<file path="config.mk">
export PLATFORM = sky130hd
export DESIGN_NAME = jtag_path_sel
export DESIGN_NICKNAME = d
export VERILOG_FILES = /design/src/rtl/jtag_psel_pkg.sv /design/src/rtl/jtag_ir_mode.sv /design/src/rtl/jtag_bypass_bit.sv /design/src/rtl/jtag_bsr_chain.sv /design/src/rtl/jtag_tdo_out.sv /design/src/rtl/jtag_path_sel.sv
export SDC_FILE = /design/constraint.sdc
export NUM_CORES = 1
export LEC_CHECK = 0
export ABC_AREA = 1
export ABC_CLOCK_PERIOD_IN_PS = 3260
export BUFFER_PORTS_ARGS = -buffer_cell sky130_fd_sc_hd__clkbuf_2
export CORE_AREA = 2 2 53 55
export CTS_BUF_LIST = sky130_fd_sc_hd__clkbuf_4
export DETAILED_ROUTE_END_ITERATION = 8
export DIE_AREA = 0 0 55 57
export PLACE_DENSITY = 0.75
export SETUP_SLACK_MARGIN = 0.4
export SYNTH_ARGS = -nofsm -noshare
export SYNTH_HDL_FRONTEND = slang
export SYNTH_HIERARCHICAL = 1
export SYNTH_SLANG_ARGS = --single-unit
</file>
<file path="constraint.sdc">
create_clock -name tck -period 3.26 [get_ports tck]
set_input_delay 0.163 -clock tck [delete_from_list [all_inputs] [get_ports tck]]
set_output_delay 0.163 -clock tck [all_outputs]
set_load 0.03 [all_outputs]
</file>
<file path="src/rtl/jtag_psel_pkg.sv">
package jtag_psel_pkg;

    localparam int IR_W = 5;

    localparam logic [IR_W-1:0] OP_EXTEST  = 5'h00;
    localparam logic [IR_W-1:0] OP_SAMPLE  = 5'h01;
    localparam logic [IR_W-1:0] OP_PRELOAD = 5'h02;
    localparam logic [IR_W-1:0] OP_CLAMP   = 5'h09;
    localparam logic [IR_W-1:0] OP_BYPASS  = 5'h1F;

    typedef enum logic [2:0] {
        MODE_BYPASS,
        MODE_EXTEST,
        MODE_SAMPLE,
        MODE_PRELOAD,
        MODE_CLAMP
    } mode_e;

    typedef enum logic [1:0] {
        PATH_BYP,
        PATH_BSR_INT,
        PATH_BSR_EXT
    } path_e;

    // Undefined codes, including the auxiliary-access range, fall to bypass.
    function automatic mode_e decode_op(input logic [IR_W-1:0] op);
        mode_e m;
        case (op)
            OP_EXTEST:  m = MODE_EXTEST;
            OP_SAMPLE:  m = MODE_SAMPLE;
            OP_PRELOAD: m = MODE_PRELOAD;
            OP_CLAMP:   m = MODE_CLAMP;
            default:    m = MODE_BYPASS;
        endcase
        return m;
    endfunction

endpackage

</file>
<file path="src/rtl/jtag_ir_mode.sv">
module jtag_ir_mode
    import jtag_psel_pkg::*;
(
    input  logic            tck,
    input  logic            trst_n,
    input  logic            update_ir,
    input  logic [IR_W-1:0] ir_code,
    input  logic            ext_chain_sel,
    output path_e           path,
    output logic            byp_en,
    output logic            bsr_en,
    output logic            bsr_upd_en,
    output logic            ext_bs_en,
    output logic            pin_ovr,
    output logic            sys_rst_req
);

    mode_e state_q, state_d;

    always_comb begin
        state_d = state_q;
        if (update_ir) begin
            state_d = decode_op(ir_code);
        end
    end

    always_ff @(posedge tck or negedge trst_n) begin
        if (!trst_n) begin
            state_q <= MODE_BYPASS;
        end else begin
            state_q <= state_d;
        end
    end

    always_comb begin
        path        = PATH_BYP;
        byp_en      = 1'b0;
        bsr_en      = 1'b0;
        bsr_upd_en  = 1'b0;
        ext_bs_en   = 1'b0;
        pin_ovr     = 1'b0;
        sys_rst_req = 1'b0;
        unique case (state_q)
            MODE_BYPASS: begin
                byp_en = 1'b1;
            end
            MODE_EXTEST: begin
                path       = ext_chain_sel ? PATH_BSR_EXT : PATH_BSR_INT;
                bsr_en     = !ext_chain_sel;
                bsr_upd_en = !ext_chain_sel;
                ext_bs_en  = ext_chain_sel;
                pin_ovr    = 1'b1;
            end
            MODE_SAMPLE: begin
                path      = ext_chain_sel ? PATH_BSR_EXT : PATH_BSR_INT;
                bsr_en    = !ext_chain_sel;
                ext_bs_en = ext_chain_sel;
            end
            MODE_PRELOAD: begin
                path       = ext_chain_sel ? PATH_BSR_EXT : PATH_BSR_INT;
                bsr_en     = !ext_chain_sel;
                bsr_upd_en = !ext_chain_sel;
                ext_bs_en  = ext_chain_sel;
            end
            MODE_CLAMP: begin
                byp_en      = 1'b1;
                pin_ovr     = 1'b1;
                sys_rst_req = 1'b1;
            end
            default: begin
                byp_en = 1'b1;
            end
        endcase
    end

endmodule

</file>
<file path="src/rtl/jtag_bypass_bit.sv">
module jtag_bypass_bit (
    input  logic tck,
    input  logic trst_n,
    input  logic en,
    input  logic capture_dr,
    input  logic shift_dr,
    input  logic tdi,
    output logic q
);

    always_ff @(posedge tck or negedge trst_n) begin
        if (!trst_n) begin
            q <= 1'b0;
        end else if (en && capture_dr) begin
            q <= 1'b0;
        end else if (en && shift_dr) begin
            q <= tdi;
        end
    end

endmodule

</file>
<file path="src/rtl/jtag_bsr_chain.sv">
module jtag_bsr_chain #(
    parameter int LEN = 8
) (
    input  logic           tck,
    input  logic           trst_n,
    input  logic           en,
    input  logic           upd_en,
    input  logic           capture_dr,
    input  logic           shift_dr,
    input  logic           update_dr,
    input  logic           tdi,
    input  logic [LEN-1:0] pin_in,
    output logic           so,
    output logic [LEN-1:0] pin_out
);

    localparam int TOP = LEN - 1;

    logic [LEN-1:0] stage_q;
    logic [LEN-1:0] shin;

    generate
        for (genvar i = 0; i < LEN; i++) begin : g_cell
            if (i == TOP) begin : g_head
                assign shin[i] = tdi;
            end else begin : g_body
                assign shin[i] = stage_q[i+1];
            end

            always_ff @(posedge tck or negedge trst_n) begin
                if (!trst_n) begin
                    stage_q[i] <= 1'b0;
                end else if (en && capture_dr) begin
                    stage_q[i] <= pin_in[i];
                end else if (en && shift_dr) begin
                    stage_q[i] <= shin[i];
                end
            end

            always_ff @(posedge tck or negedge trst_n) begin
                if (!trst_n) begin
                    pin_out[i] <= 1'b0;
                end else if (upd_en && update_dr) begin
                    pin_out[i] <= stage_q[i];
                end
            end
        end
    endgenerate

    assign so = stage_q[0];

endmodule

</file>
<file path="src/rtl/jtag_tdo_out.sv">
module jtag_tdo_out (
    input  logic tck,
    input  logic trst_n,
    input  logic shift_ir,
    input  logic shift_dr,
    input  logic ir_so,
    input  logic dr_so,
    output logic tdo,
    output logic tdo_oe
);

    always_ff @(negedge tck or negedge trst_n) begin
        if (!trst_n) begin
            tdo    <= 1'b0;
            tdo_oe <= 1'b0;
        end else begin
            tdo_oe <= shift_ir | shift_dr;
            if (shift_ir) begin
                tdo <= ir_so;
            end else if (shift_dr) begin
                tdo <= dr_so;
            end else begin
                tdo <= 1'b0;
            end
        end
    end

endmodule

</file>
<file path="src/rtl/jtag_path_sel.sv">
module jtag_path_sel
    import jtag_psel_pkg::*;
#(
    parameter int BSR_LEN = 8
) (
    input  logic               tck,
    input  logic               trst_n,
    input  logic [IR_W-1:0]    ir_code,
    input  logic               update_ir,
    input  logic               capture_dr,
    input  logic               shift_dr,
    input  logic               update_dr,
    input  logic               shift_ir,
    input  logic               ir_so,
    input  logic               tdi,
    input  logic               ext_chain_sel,
    input  logic               ext_bs_so,
    input  logic [BSR_LEN-1:0] pin_in,
    output logic               tdo,
    output logic               tdo_oe,
    output logic [BSR_LEN-1:0] pin_out,
    output logic               pin_ovr,
    output logic               sys_rst_req,
    output logic               ext_bs_en
);

    path_e path;
    logic  byp_en, bsr_en, bsr_upd_en;
    logic  byp_q, bsr_so, dr_so;

    jtag_ir_mode u_mode (
        .tck          (tck),
        .trst_n       (trst_n),
        .update_ir    (update_ir),
        .ir_code      (ir_code),
        .ext_chain_sel(ext_chain_sel),
        .path         (path),
        .byp_en       (byp_en),
        .bsr_en       (bsr_en),
        .bsr_upd_en   (bsr_upd_en),
        .ext_bs_en    (ext_bs_en),
        .pin_ovr      (pin_ovr),
        .sys_rst_req  (sys_rst_req)
    );

    jtag_bypass_bit u_byp (
        .tck       (tck),
        .trst_n    (trst_n),
        .en        (byp_en),
        .capture_dr(capture_dr),
        .shift_dr  (shift_dr),
        .tdi       (tdi),
        .q         (byp_q)
    );

    jtag_bsr_chain #(.LEN(BSR_LEN)) u_bsr (
        .tck       (tck),
        .trst_n    (trst_n),
        .en        (bsr_en),
        .upd_en    (bsr_upd_en),
        .capture_dr(capture_dr),
        .shift_dr  (shift_dr),
        .update_dr (update_dr),
        .tdi       (tdi),
        .pin_in    (pin_in),
        .so        (bsr_so),
        .pin_out   (pin_out)
    );

    always_comb begin
        unique case (path)
            PATH_BSR_INT: dr_so = bsr_so;
            PATH_BSR_EXT: dr_so = ext_bs_so;
            default:      dr_so = byp_q;
        endcase
    end

    jtag_tdo_out u_tdo (
        .tck     (tck),
        .trst_n  (trst_n),
        .shift_ir(shift_ir),
        .shift_dr(shift_dr),
        .ir_so   (ir_so),
        .dr_so   (dr_so),
        .tdo     (tdo),
        .tdo_oe  (tdo_oe)
    );

endmodule

</file>
==> key figures <==
Critical path
  • Critical Path Source: u_mode/state_q[0]
  • Setup CP Type: reg -> reg
  • Reg-to-reg setup timing slack: 0.14 ns
  • Worst EP arrival: 1.66 ns
  • Critical path's slowest cell: dfrtp_1
  • Crit Path Max Fanout: 5
  • Max stage delay on crit path: 0.42 ns
  • Crit. End Element: flop
  • Worst Setup EP: u_tdo/tdo
  • FF-to-FF path depth: 11
  • CP Cell Sequence: inv_2 > nand2_4 > nand2_4 > nor2_4 > buf_12 > ha_4 > inv_2 > nand2_1 > nand2_1 > nand3_1 > nand2_1
  • RR Startpoint: u_mode/state_q[0]
  • Critical path's most frequent cell: nand2_1
  • Reg2reg end: u_tdo/tdo
  • Startpoint types: flop
  • Worst EP required: 1.80 ns

Routing
  • WL per Instance: between 10 and 15 um
  • Via/cell ratio: just under 5
  • Initial drt markers: 25
  • Vias: roughly 1.2k
  • DR pass1 iterations: 4
  • Final WL: approximately 2700 um
  • Antenna viol nets, final: 0
  • DRC: 0

GRT
  • Largest net degree at the start of global routing: 23
  • M3 GR Usage: 3.40%
  • Initial antenna violation count: 0
  • Vias in the first global route: about 1.0k
  • Global-route wire length before repair: approximately 4200 um
  • Grt ovf: 0
  • GRT busiest layer: met2
  • Met1 Usage GRT: 20.5%
  • Met2 usage: between 30% and 40%
  • Total track usage: between 10% and 20%

Synth
  • Yosys warns: 6
  • Mapped Avg Cell Area: around 7.5 um^2
  • Flops & latches, synth: 22
  • Sequential fraction of the synthesis area: a little under half
  • Synth Area in Compound Gates: less than 1%
  • Mux cell area share after synthesis: 0%
  • Yosys top cell area share: around two fifths
  • Ranking of synthesized cells by area: dfrtp_1 (41%), nand2_1 (23%), nand3_1 (11%)
  • Synth Area in Adders: 2.07%
  • Syn Inst Count: 162
  • Syn_nets: 188
  • Cell variety after synth: 20
  • Post-Syn Area: ~0.0012 mm^2
  • Leading area contributor after synthesis: dfrtp_1
  • Simple-gate portion of the synthesized area: roughly 42%
  • Largest family of logic cells by synthesized area: simple AND/OR/NAND/NOR gates
  • Xor/xnor share of the synthesized area: 0%

Pwr
  • Clock power frac: roughly 17%
  • Pleak: about 0.9 nW
  • PwrDens: roughly 480 mW/mm^2
  • Internal power: around 470 uW
  • Sw Pwr: between 200 and 300 uW
  • Sw frac: between 30% and 40%
  • Peak supply drop: 0.000297 V
  • Reg power frac: between 50% and 60%
  • Comb power frac: 30.8%

STA
  • Final TNS setup: 0 ns
  • Relative slew slack: between 70% and 80%
  • RSZ-0062 raised after global routing: true
  • Final setup margin: about 0.14 ns
  • Max Transition Viols Final: 0
  • Clk_skew: around 0.0067 ns
  • Worst-margin pin slew: between 0.3 and 0.4 ns
  • Setup violators final: 0
  • Hold Vio Cnt, Final: 0

Clocking
  • Clk sinks: 22
  • H-tree levels: 1
  • Worst-skew pair later-pin latency: around 0.31 ns
  • Clock slew at reported path FFs: around 0.12 ns
  • CTS tree: yes
  • Num CTS Buffers: 3
  • CTS Root Cell: clkbuf_4
  • Max Root-Sink Buffers: 2

Placed design
  • IO Port Bufs: 36
  • DP HPWL: 1860 um
  • Setup WS pre-CTS: approximately 0.15 ns
  • GPL Wtd Cong: just over 0.7
  • Dpl cell area: between 0.001 and 0.0015 mm^2

Floorplanning
  • Die H: around 57 um
  • I/O Pins: 37
  • Die W: roughly 55 um
  • Core area: roughly 0.0026 mm^2
  • Die area: roughly 0.0031 mm^2
  • Initial Utilization: a little under half
  • Row cnt: 19

Finish
  • Design area: between 0.0015 and 0.002 mm^2
  • Most frequent cells in the layout: nand2_1 (73), clkbuf_2 (36), nand3_1 (27), dfrtp_1 (20), buf_4 (12)
  • Area grow syn2layout: 27.2%
  • Nets: between 200 and 250
  • Antenna diode count: 0
  • Share of cells above drive strength 1: around a third
  • Most common cell after layout, fill and taps aside: nand2_1

Run status
  • Status: complete, no violations

Hold path
  • Tightest Hold Check Type: in -> reg

Run
  • Max-cap viol count: 0
==> worst min-delay path by stage <==
stage / end / from / depth (start not counted) / slack, ns
6_report: u_mode/state_q[2] / ir_code[2] / 4 / 0.1
5_1_grt: u_mode/state_q[0] / ir_code[0] / 4 / 0.11
4_1_cts: u_mode/state_q[2] / ir_code[2] / 4 / 0.1
3_5_place_dp: u_bsr/pin_out[2] / trst_n / 2 / 0.15
3_3_place_gp: u_bsr/pin_out[2] / trst_n / 2 / 0.15
2_1_floorplan: u_bsr/pin_out[0] / trst_n / 0 / -0.13
==> power by group through the flow <==
stage	registers (mW)	clock network (mW)	logic [mW]
after floorplan	0.423	0	0.112
after global placement	0.387	0	0.208
after detailed placement	0.391	0	0.216
after CTS	0.385	0.132	0.224
after global routing	0.395	0.144	0.259
final	0.386	0.129	0.229
==> worst max-delay path: cells and delay by family, from the launching register on <==
family | cells | cell delay, ns
AND/OR/NAND/NOR | 7 | 0.43
flip-flops | 1 | 0.42
adder cells (fa/ha/maj) | 1 | 0.26
buffers and inverters | 3 | 0.24
==> Yosys cell counts <==
cell type	instances
buf_2	2
buf_4	2
buf_6	2
clkbuf_8	1
dfrtn_1	2
dfrtp_1	20
ha_1	2
inv_1	12
inv_2	3
nand2_1	73
nand2_2	2
nand2_4	3
nand3_1	27
nand3b_1	1
nand4_1	1
nor2_1	3
nor2_2	3
nor3_1	1
o21ai_1	1
or2_1	1
==> sequential cells by signal, summed over array words and instances, names as in the netlist <==
name and flops:
u_bsr/shin 7, u_mode/state_q 3, u_tdo/tdo 1, u_bsr/pin_out 8, u_bsr/so 1, u_tdo/tdo_oe 1
u_byp/q 1
==> through the flow <==
step	power, mW	hold WS (ns)	cells	utilization (%)
after floorplan	0.535	-0.133	162	-
after global placement	0.595	0.146	225	53.3
after detailed placement	0.607	0.148	225	53.3
after CTS	0.741	0.0987	234	56.5
after global routing	0.798	0.113	240	58.8
final	0.744	0.0975	240	58.8
==> area by class of cell <==
| type | instances | area [um^2] |
|---|---|---|
| Inverter | 15 | 56.3 |
| Sequential cell | 22 | 551 |
| Multi-Input combinational cell | 118 | 566 |
| Fill cell | 247 | 1080 |
| Timing Repair Buffer | 50 | 300 |
| Clock inverter | 1 | 3.75 |
| Clock buffer | 3 | 22.5 |
| Tap cell | 31 | 38.8 |
==> per-layer routing <==
layer	vias up	wire, um	share of wire, %
li1	595	-	-
met4	0	49	1.8
met1	561	1110	41
met5	-	0	0
met2	29	1430	53
met3	5	114	4.2
==> cell families (layout without fill, tap and decap cells) <==
logic type | after synthesis | after routing
DFF | 22 | 22
buffers and inverters | 22 | 69
adders and majority gates | 2 | 2
and+or+nand+nor | 115 | 115
AOI/OAI and AO/OA | 1 | 1
==> timing repair <==
item | CTS | global route
hold buffers | 1 | 0
pin swaps | 1 | 8
setup endpoints to repair | 1 | 1
hold endpoints to repair | 20 | 0
resized for setup | 3 | 3
buffers inserted | 4 | 6
Power figures use the tool's default switching activity.
